==> src/rtl/muldiv_pkg.sv <==
package muldiv_pkg;

    typedef enum logic [1:0] {
        ST_IDLE = 2'd0,
        ST_MUL  = 2'd1,
        ST_DIV  = 2'd2
    } md_state_e;

endpackage

==> src/rtl/muldiv_ctrl.sv <==
module muldiv_ctrl
    import muldiv_pkg::*;
#(
    parameter int MW = 8,
    parameter int DW = 16
) (
    input  logic clk,
    input  logic rst_n,
    input  logic start_mul_i,
    input  logic start_div_i,
    input  logic step_i,
    output logic load_mul_o,
    output logic load_div_o,
    output logic mul_step_o,
    output logic div_step_o,
    output logic busy_o
);

    localparam int CW = $clog2(DW + 1);

    md_state_e        state_q, state_d;
    logic [CW-1:0]    cnt_q, cnt_d;
    logic             any_start;

    assign any_start = start_mul_i | start_div_i;

    // next-state and counter
    always_comb begin
        state_d = state_q;
        cnt_d   = cnt_q;
        if (start_div_i) begin
            state_d = ST_DIV;
            cnt_d   = CW'(DW);
        end else if (start_mul_i) begin
            state_d = ST_MUL;
            cnt_d   = CW'(MW);
        end else if (step_i) begin
            unique case (state_q)
                ST_IDLE: begin
                    state_d = ST_IDLE;
                end
                ST_MUL, ST_DIV: begin
                    cnt_d = cnt_q - CW'(1);
                    if (cnt_q == CW'(1)) begin
                        state_d = ST_IDLE;
                    end
                end
                default: begin
                    state_d = ST_IDLE;
                    cnt_d   = '0;
                end
            endcase
        end
    end

    // state register
    always_ff @(posedge clk) begin
        if (!rst_n) begin
            state_q <= ST_IDLE;
            cnt_q   <= '0;
        end else begin
            state_q <= state_d;
            cnt_q   <= cnt_d;
        end
    end

    // outputs
    always_comb begin
        load_div_o = start_div_i;
        load_mul_o = start_mul_i & ~start_div_i;
        mul_step_o = 1'b0;
        div_step_o = 1'b0;
        busy_o     = 1'b0;
        unique case (state_q)
            ST_IDLE: begin
                busy_o = 1'b0;
            end
            ST_MUL: begin
                busy_o     = 1'b1;
                mul_step_o = step_i & ~any_start;
            end
            ST_DIV: begin
                busy_o     = 1'b1;
                div_step_o = step_i & ~any_start;
            end
            default: begin
                busy_o = 1'b0;
            end
        endcase
    end

endmodule

==> src/rtl/muldiv_step.sv <==
module muldiv_step #(
    parameter int MW = 8,
    parameter int DW = 16
) (
    input  logic [DW-1:0]    rem_i,
    input  logic [DW-1:0]    quot_i,
    input  logic [DW+MW-1:0] shf_i,
    output logic [DW-1:0]    mul_rem_o,
    output logic [DW-1:0]    mul_quot_o,
    output logic [DW+MW-1:0] mul_shf_o,
    output logic [DW-1:0]    div_rem_o,
    output logic [DW-1:0]    div_quot_o,
    output logic [DW+MW-1:0] div_shf_o
);

    localparam int SW = DW + MW;

    logic [SW-1:0] shf_half;
    logic          fits;

    // shift-and-add step
    always_comb begin
        mul_rem_o  = quot_i[0] ? (rem_i + shf_i[DW-1:0]) : rem_i;
        mul_quot_o = quot_i >> 1;
        mul_shf_o  = shf_i << 1;
    end

    // restoring divide step
    always_comb begin
        shf_half   = shf_i >> 1;
        fits       = {{MW{1'b0}}, rem_i} >= shf_half;
        div_shf_o  = shf_half;
        div_quot_o = {quot_i[DW-2:0], fits};
        div_rem_o  = fits ? (rem_i - shf_half[DW-1:0]) : rem_i;
    end

endmodule

==> src/rtl/muldiv_regs.sv <==
module muldiv_regs #(
    parameter int MW = 8,
    parameter int DW = 16
) (
    input  logic             clk,
    input  logic             rst_n,
    input  logic             load_mul_i,
    input  logic             load_div_i,
    input  logic             mul_step_i,
    input  logic             div_step_i,
    input  logic [MW-1:0]    opnd_a_i,
    input  logic [MW-1:0]    opnd_b_i,
    input  logic [DW-1:0]    dividend_i,
    input  logic [DW-1:0]    mul_rem_i,
    input  logic [DW-1:0]    mul_quot_i,
    input  logic [DW+MW-1:0] mul_shf_i,
    input  logic [DW-1:0]    div_rem_i,
    input  logic [DW-1:0]    div_quot_i,
    input  logic [DW+MW-1:0] div_shf_i,
    output logic [DW-1:0]    rem_o,
    output logic [DW-1:0]    quot_o,
    output logic [DW+MW-1:0] shf_o
);

    localparam int SW = DW + MW;

    logic [DW-1:0] rem_d, quot_d;
    logic [SW-1:0] shf_d;

    always_comb begin
        rem_d  = rem_o;
        quot_d = quot_o;
        shf_d  = shf_o;
        if (load_div_i) begin
            rem_d  = dividend_i;
            quot_d = '0;
            shf_d  = {opnd_a_i, {DW{1'b0}}};
        end else if (load_mul_i) begin
            rem_d  = '0;
            quot_d = {{(DW-MW){1'b0}}, opnd_b_i};
            shf_d  = {{DW{1'b0}}, opnd_a_i};
        end else if (mul_step_i) begin
            rem_d  = mul_rem_i;
            quot_d = mul_quot_i;
            shf_d  = mul_shf_i;
        end else if (div_step_i) begin
            rem_d  = div_rem_i;
            quot_d = div_quot_i;
            shf_d  = div_shf_i;
        end
    end

    always_ff @(posedge clk) begin
        if (!rst_n) begin
            rem_o  <= '0;
            quot_o <= '0;
            shf_o  <= '0;
        end else begin
            rem_o  <= rem_d;
            quot_o <= quot_d;
            shf_o  <= shf_d;
        end
    end

endmodule

==> src/rtl/muldiv_iter.sv <==
module muldiv_iter #(
    parameter int MW = 8,
    parameter int DW = 2 * MW
) (
    input  logic          clk,
    input  logic          rst_n,
    input  logic [MW-1:0] opnd_a_i,
    input  logic [MW-1:0] opnd_b_i,
    input  logic [DW-1:0] dividend_i,
    input  logic          start_mul_i,
    input  logic          start_div_i,
    input  logic          step_i,
    output logic          busy_o,
    output logic [DW-1:0] prodrem_o,
    output logic [DW-1:0] quot_o
);

    localparam int SW = DW + MW;

    logic          load_mul, load_div, mul_step, div_step;
    logic [DW-1:0] rem_q, quot_q;
    logic [SW-1:0] shf_q;
    logic [DW-1:0] mul_rem, mul_quot, div_rem, div_quot;
    logic [SW-1:0] mul_shf, div_shf;

    muldiv_ctrl #(.MW(MW), .DW(DW)) ctrl_i (
        .clk         (clk),
        .rst_n       (rst_n),
        .start_mul_i (start_mul_i),
        .start_div_i (start_div_i),
        .step_i      (step_i),
        .load_mul_o  (load_mul),
        .load_div_o  (load_div),
        .mul_step_o  (mul_step),
        .div_step_o  (div_step),
        .busy_o      (busy_o)
    );

    muldiv_step #(.MW(MW), .DW(DW)) step_i_u (
        .rem_i      (rem_q),
        .quot_i     (quot_q),
        .shf_i      (shf_q),
        .mul_rem_o  (mul_rem),
        .mul_quot_o (mul_quot),
        .mul_shf_o  (mul_shf),
        .div_rem_o  (div_rem),
        .div_quot_o (div_quot),
        .div_shf_o  (div_shf)
    );

    muldiv_regs #(.MW(MW), .DW(DW)) regs_i (
        .clk        (clk),
        .rst_n      (rst_n),
        .load_mul_i (load_mul),
        .load_div_i (load_div),
        .mul_step_i (mul_step),
        .div_step_i (div_step),
        .opnd_a_i   (opnd_a_i),
        .opnd_b_i   (opnd_b_i),
        .dividend_i (dividend_i),
        .mul_rem_i  (mul_rem),
        .mul_quot_i (mul_quot),
        .mul_shf_i  (mul_shf),
        .div_rem_i  (div_rem),
        .div_quot_i (div_quot),
        .div_shf_i  (div_shf),
        .rem_o      (rem_q),
        .quot_o     (quot_q),
        .shf_o      (shf_q)
    );

    assign prodrem_o = rem_q;
    assign quot_o    = quot_q;

endmodule

==> config.mk <==
export PLATFORM = sky130hd
export DESIGN_NAME = muldiv_iter
export DESIGN_NICKNAME = d
export VERILOG_FILES = /design/src/rtl/muldiv_pkg.sv /design/src/rtl/muldiv_ctrl.sv /design/src/rtl/muldiv_step.sv /design/src/rtl/muldiv_regs.sv /design/src/rtl/muldiv_iter.sv
export SDC_FILE = /design/constraint.sdc
export NUM_CORES = 1
export LEC_CHECK = 0
export ABC_CLOCK_PERIOD_IN_PS = 5300
export CORE_MARGIN = 2
export CORE_UTILIZATION = 39
export CTS_CLUSTER_SIZE = 20
export DETAILED_ROUTE_END_ITERATION = 8
export HOLD_SLACK_MARGIN = 0.02
export PLACE_DENSITY = 0.71
export SYNTH_ARGS = -nofsm -noshare
export SYNTH_HDL_FRONTEND = slang
export SYNTH_SLANG_ARGS = --single-unit
==> constraint.sdc <==
create_clock -name clk -period 5.3 [get_ports clk]
set_input_delay 1.06 -clock clk [delete_from_list [all_inputs] [get_ports clk]]
set_output_delay 1.06 -clock clk [all_outputs]
set_load 0.05 [all_outputs]
**After elaboration in Yosys (flattened, before gate mapping)**

Cells that the tools add are included.

- Bits in registers: 63
- Word-level logic and storage cells: 74

- Add/subtract/negate cells: 3
- $lt $le $gt $ge: 1
- Equality and inequality tests: 8
- Muxes and demuxes: 25
- Bitwise operators: 7
- Reduce and logical (&&, ||, !) cells: 18

Operator list:

| operator | number |
|---|---|
| $mux 16 | 6 |
| $mux 24 | 4 |
| $mux 15 | 2 |
| $ge 16x23->1 | 1 |
| $add 16x16->16 | 1 |
| $sub 16x16->16 | 1 |
| $mux 5 | 3 |
| $mux 2 | 5 |
| $pmux 5 s2 | 1 |
| $reduce_and 2->1 | 5 |
| $mux 8 | 1 |
| $reduce_bool 4->1 | 2 |
| $reduce_bool 3->1 | 2 |
| $reduce_or 3->1 | 2 |
| $eq 5x1->1 const B | 1 |
| $sub 5x1->5 const B | 1 |
| $ne 4x1->1 const B | 1 |
| $ne 4x2->1 const B | 1 |
| $not 1->1 | 4 |
| $reduce_bool 2->1 | 2 |
| $reduce_or 2->1 | 2 |
| $reduce_or 4->1 | 1 |
| $mux 1 | 3 |
| $ne 3x1->1 const B | 1 |
| 8 further kinds | 9 |

**Logic depth before layout (Yosys ltp)**

- Depth in word-level cells: 8
- Gate-level depth with buffers: 17

**Hierarchy**

From an unflattened synthesis, not the netlist that was laid out.

- Cells, all modules: 720
- Area total of the unflattened synthesis: 5980.7 µm²

By module, submodules not included:

| module | times used | cells an instance | area each (µm²) | sequential area each (µm²) |
|---|---|---|---|---|
| muldiv_regs | 1 | 320 | 2967.8 | 1121.1 |
| muldiv_step | 1 | 350 | 2573.7 | 0.0 |
| muldiv_ctrl | 1 | 50 | 439.2 | 140.1 |

**Worst setup path after synthesis**

No wires, ideal clock.

- Path type: in2reg
- From: input port start_mul_i
- To: register regs_i.rem_o[13]
- Data arrival time: 3.976 ns
- Setup slack: 1.208 ns
- Stages: 14
- Path buffers: 3
- Cells stage by stage: nand4bb_1 > clkbuf_1 > clkbuf_1 > buf_1 > a21oi_1 > a21oi_1 > ha_1 > or3_1 > a31o_2 > and2_1 > a211oi_1 > xor2_1 > o221ai_1 > o211a_1

- Cells in the longest elaborated chain, start to end: 7

Ends and longest elaborated chain:

| element | line | RTL |
|---|---|---|
| start, declared | muldiv_iter.sv:10 | `input logic start_mul_i,` |
| $or 1x1->1 | muldiv_ctrl.sv:25 | `assign any_start = start_mul_i \| start_div_i;` |
| $not 1->1 | muldiv_ctrl.sv:80, muldiv_ctrl.sv:84 |  |
| $and 1x1->1 | muldiv_ctrl.sv:80, muldiv_ctrl.sv:84 |  |
| $mux 1 | muldiv_ctrl.sv:74 | `unique case (state_q)` |
| $mux 16 | muldiv_regs.sv:42 | `end else if (mul_step_i) begin` |
| $mux 16 | muldiv_regs.sv:38 | `end else if (load_mul_i) begin` |
| $mux 16 | muldiv_regs.sv:34 | `if (load_div_i) begin` |
| end signal, assigned | muldiv_regs.sv:59 | `rem_o <= rem_d;` |
| end, declared | muldiv_regs.sv:20 | `output logic [DW-1:0] rem_o,` |

Several ways; a longest one is shown, not always the timed one.
A chain may end at the register's enable or synchronous reset.

**Final worst setup path**

- From: input port step_i
- To: register regs_i.rem_o[14]

- Cells in the longest elaborated chain, start to end: 5

Ends and longest elaborated chain:

| element | line | RTL |
|---|---|---|
| start, declared | muldiv_iter.sv:12 | `input logic step_i,` |
| $and 1x1->1 (*) | muldiv_ctrl.sv:80, muldiv_ctrl.sv:84 |  |
| $mux 1 | muldiv_ctrl.sv:74 |  |
| $mux 16 | muldiv_regs.sv:42 |  |
| $mux 16 | muldiv_regs.sv:38 |  |
| $mux 16 | muldiv_regs.sv:34 |  |

Every way passes the cells marked *; elsewhere a longest branch is shown, timed or not.

==> impl_results.md <==
* Crit start category: primary input
* Clk buf depth at 2
* Comb pwr share at 26.4%
* Multi-input gate area at 3171 um^2
* Routed vias/inst at about 6
* First-pass GRT wire length at approximately 23000 um
* Register area at about 1300 um^2
* DP Area at 5483 um^2
* Initial core utilization at about 40%
* Die area at roughly 13000 um^2
* Post-Route WL at between 10000 and 15000 um
* Clock latency on the worst-skew pair at 340 ps
* GRT Overall Usage at 21.58%
* Worst Hold Class: reg -> reg
* Post-synth cell types at 60
* Initial DRT Pass Iterations at 7
* Power Density at roughly 280 nW/um^2
* Seq/Total Area, Yosys at between 20% and 30%
* CP Data Arrival Time at roughly 4500 ps
* Post-cts resize count at 0
* CP max FO at 12
* Drt initial violations at approximately 340
* PnR worst setup slack at a little under 1000 ps
* Die W at 114.0 um
* Status: finished, final reports clean
* Worst path max stage delay at 650 ps
* Core Box Area at 11910 um^2
* Fin nets at 754
* Die height at 114.0 um
* Number of enable flip-flop cells after synthesis at 0
* Top Ports at 70
* Register bit total from synthesis at 63
* Syn. warnings at 0
* Net switching power figure at ~520 uW
* Synth async-reset ratio at 0%
* Largest net degree at the start of global routing at 46
* Clock Power Share at 41.1%
* Final period utilization at 81.85%
* Final hold viol count at 0
* Critical path cell sequence: clkdlybuf4s50_1, and3_1, o21ai_0, ha_1, inv_1, fa_1, nor2b_1, o31ai_1, a211oi_1, or3_1, a211oi_1, o311a_1, a21oi_1
* Min Tclk post-route at 4338 ps
* Syn Std Cell Area at roughly 4700 um^2
* Syn_area_per_cell at roughly 7.5 um^2
* # hold bufs at CTS at 0
* Internal at between 1000 and 1500 uW
* Vias in the first global route at 4644
* Post-Route Setup TNS at 0 ps
* Diodes inserted at 0
* Clk sinks at 63
* Grt total ovfl at 0
* Fillers at 1169
* Max-slew headroom at 36.81%
* Clock slew at reported path FFs at about 60 ps
* Share of cells above drive strength 1 at under 10%
* Transition time of the tightest slew-check pin at between 900 and 1000 ps
* CTS Buf Count at 9
* Synth area leaders: dfxtp_1 27%, ha_1 11%, nand2_1 6.7%
* Biggest area consumer among synthesized cells: dfxtp_1
* DR vias at a little under 5000
* Sequential Power Share at 32.5%
* Area growth syn-to-layout at 23.08%
* Cell mode on critical path: a211oi_1
* Fin area at 5812 um^2
* DR DRC count at 0
* # rows at 40
* Critical path's slowest cell: clkdlybuf4s50_1
* Main synth FF type: dfxtp_1
* Synth Instances at 629
* Hpwl dp at ~10000 um
* Share of the synthesized area in the top cell type at a little over a quarter
* CTS tree: yes
* MaxCap Viol Count at 0
* RSZ-0062 raised after global routing: no
* H-tree levels at 3
* Initial antenna violation count at 0
* Most common cell in the netlist: nand2_1
* Clock Skews at 6.310 ps
* Post-DRT Antenna Nets at 0
* Drt wl/cell at 16.86 um
* Root Buffer: clkbuf_16
* Final Util at 48.79%
* Setup WS pre-CTS at roughly 670 ps
* Critical path endpoint category: flip-flop
* Post-CTS Repair Setup Buffers at 0
* Leakage at approximately 0.0023 uW
* Fmax at between 200 and 250 MHz
* Slew Limit Fails at 0
* Worst Setup Path Type: in -> reg
* Switching Share at around 32%
* Max VDD drop at 165.3 uV
* Final setup fails at 0
* Routability congestion estimate at around 0.88
* Syn nets at roughly 710
* List of most frequent post-synthesis cells: 84 x nand2_1, 69 x nor2_1, 63 x dfxtp_1
* Worst path required time at ~5500 ps
* Buffers on Ports at a little under 70
-- stage by stage --
step / instances / hold slack [ps] / total power, uW
2_1_floorplan: 629 / 458.8 / 823.3
3_3_place_gp: 812 / 471.9 / 943.5
3_5_place_dp: 812 / 483.4 / 952.2
4_1_cts: 828 / 491.0 / 1617
5_1_grt: 828 / 535.3 / 1684
6_report: 828 / 492.2 / 1608
-- logic make-up (layout without fill, tap and decap cells) --
logic type	Yosys count	after routing	synth area share, %
muxes	1	1	0.2120
AOI/OAI and AO/OA	192	192	28.40
adders and majority gates	41	41	11.02
and+or+nand+nor	246	246	24.38
xor gates and xnor gates	15	15	2.782
buffers and inverters	71	123	6.491
DFF	63	63	26.71
-- flip-flops by register name, indices dropped and copies added, names as in the netlist --
| signal | cells |
|---|---|
| ctrl_i.cnt_q | 5 |
| regs_i.rem_o | 16 |
| regs_i.quot_o | 16 |
| regs_i.shf_o | 24 |
| ctrl_i.state_q | 2 |
-- power groups by stage --
| stage | sequential [uW] | clock (uW) | combinational (uW) |
|---|---|---|---|
| floorplan | 568 | 0 | 256 |
| finish | 523 | 660 | 425 |
| detailed placement | 533 | 0 | 419 |
| global placement | 532 | 0 | 411 |
| global route | 526 | 692 | 466 |
| CTS | 523 | 671 | 423 |
-- routing by layer --
| layer | vias to the layer above | track usage, % | wire length [um] |
|---|---|---|---|
| met3 | 34 | 4.357 | 813 |
| met1 | 2351 | 27.38 | 6172 |
| met2 | 156 | 35.44 | 6571 |
| met5 | - | 0 | 0 |
| li1 | 2424 | - | - |
| met4 | 0 | 9.593 | 405 |
-- critical path, delay by kind of cell --
family,cells,cell delay [ps]
AO/OA/AOI/OAI,6,1330
adder cells (fa/ha/maj),2,420
buffers and inverters,2,720
AND/OR/NAND/NOR,3,990
-- worst paths after layout --
| path | cells past startpoint | slack, ps | to | from |
|---|---|---|---|---|
| worst max-delay path | 13 | 960 | regs_i.rem_o[14]$_SDFFE_PN0P_ | step_i |
| worst min-delay path | 2 | 490 | ctrl_i.cnt_q[1]$_SDFFE_PP0P_ | ctrl_i.cnt_q[1]$_SDFFE_PP0P_ |
| worst max register to register | 12 | 1600 | regs_i.rem_o[14]$_SDFFE_PN0P_ | regs_i.shf_o[4]$_SDFFE_PP0P_ |
| worst min register to register | 2 | 490 | ctrl_i.cnt_q[1]$_SDFFE_PP0P_ | ctrl_i.cnt_q[1]$_SDFFE_PP0P_ |
-- placed cells by master (no fill, tap or decap), drive strengths merged, types with 4 or more instances in the layout --
| cell | n |
|---|---|
| nand2b | 5 |
| a22oi | 9 |
| nor2b | 5 |
| nor3 | 28 |
| dfxtp | 63 |
| nand2 | 84 |
| o211ai | 7 |
| and3 | 8 |
| nor2 | 69 |
| clkbuf | 9 |
| buf | 9 |
| ha | 40 |
| a21o | 7 |
| inv | 32 |
| clkdlybuf4s50 | 69 |
| nor3b | 4 |
| a311oi | 30 |
| nand3 | 11 |
| o31ai | 6 |
| or3 | 9 |
| nor4 | 6 |
| xor2 | 9 |
| a221oi | 5 |
| a211oi | 27 |
| o21ai | 21 |
| xnor2 | 6 |
| and2 | 4 |
| a21oi | 52 |
-- layout make-up --
type | instances | area share (%)
well taps | 147 | 3.165
flip-flops and latches | 63 | 21.70
repair buffers | 78 | 13.05
inverters | 29 | 1.873
clock inverters | 7 | 1.787
clock buffers | 9 | 3.875
multi-input cells | 495 | 54.55
Power figures use the tool's default switching activity.
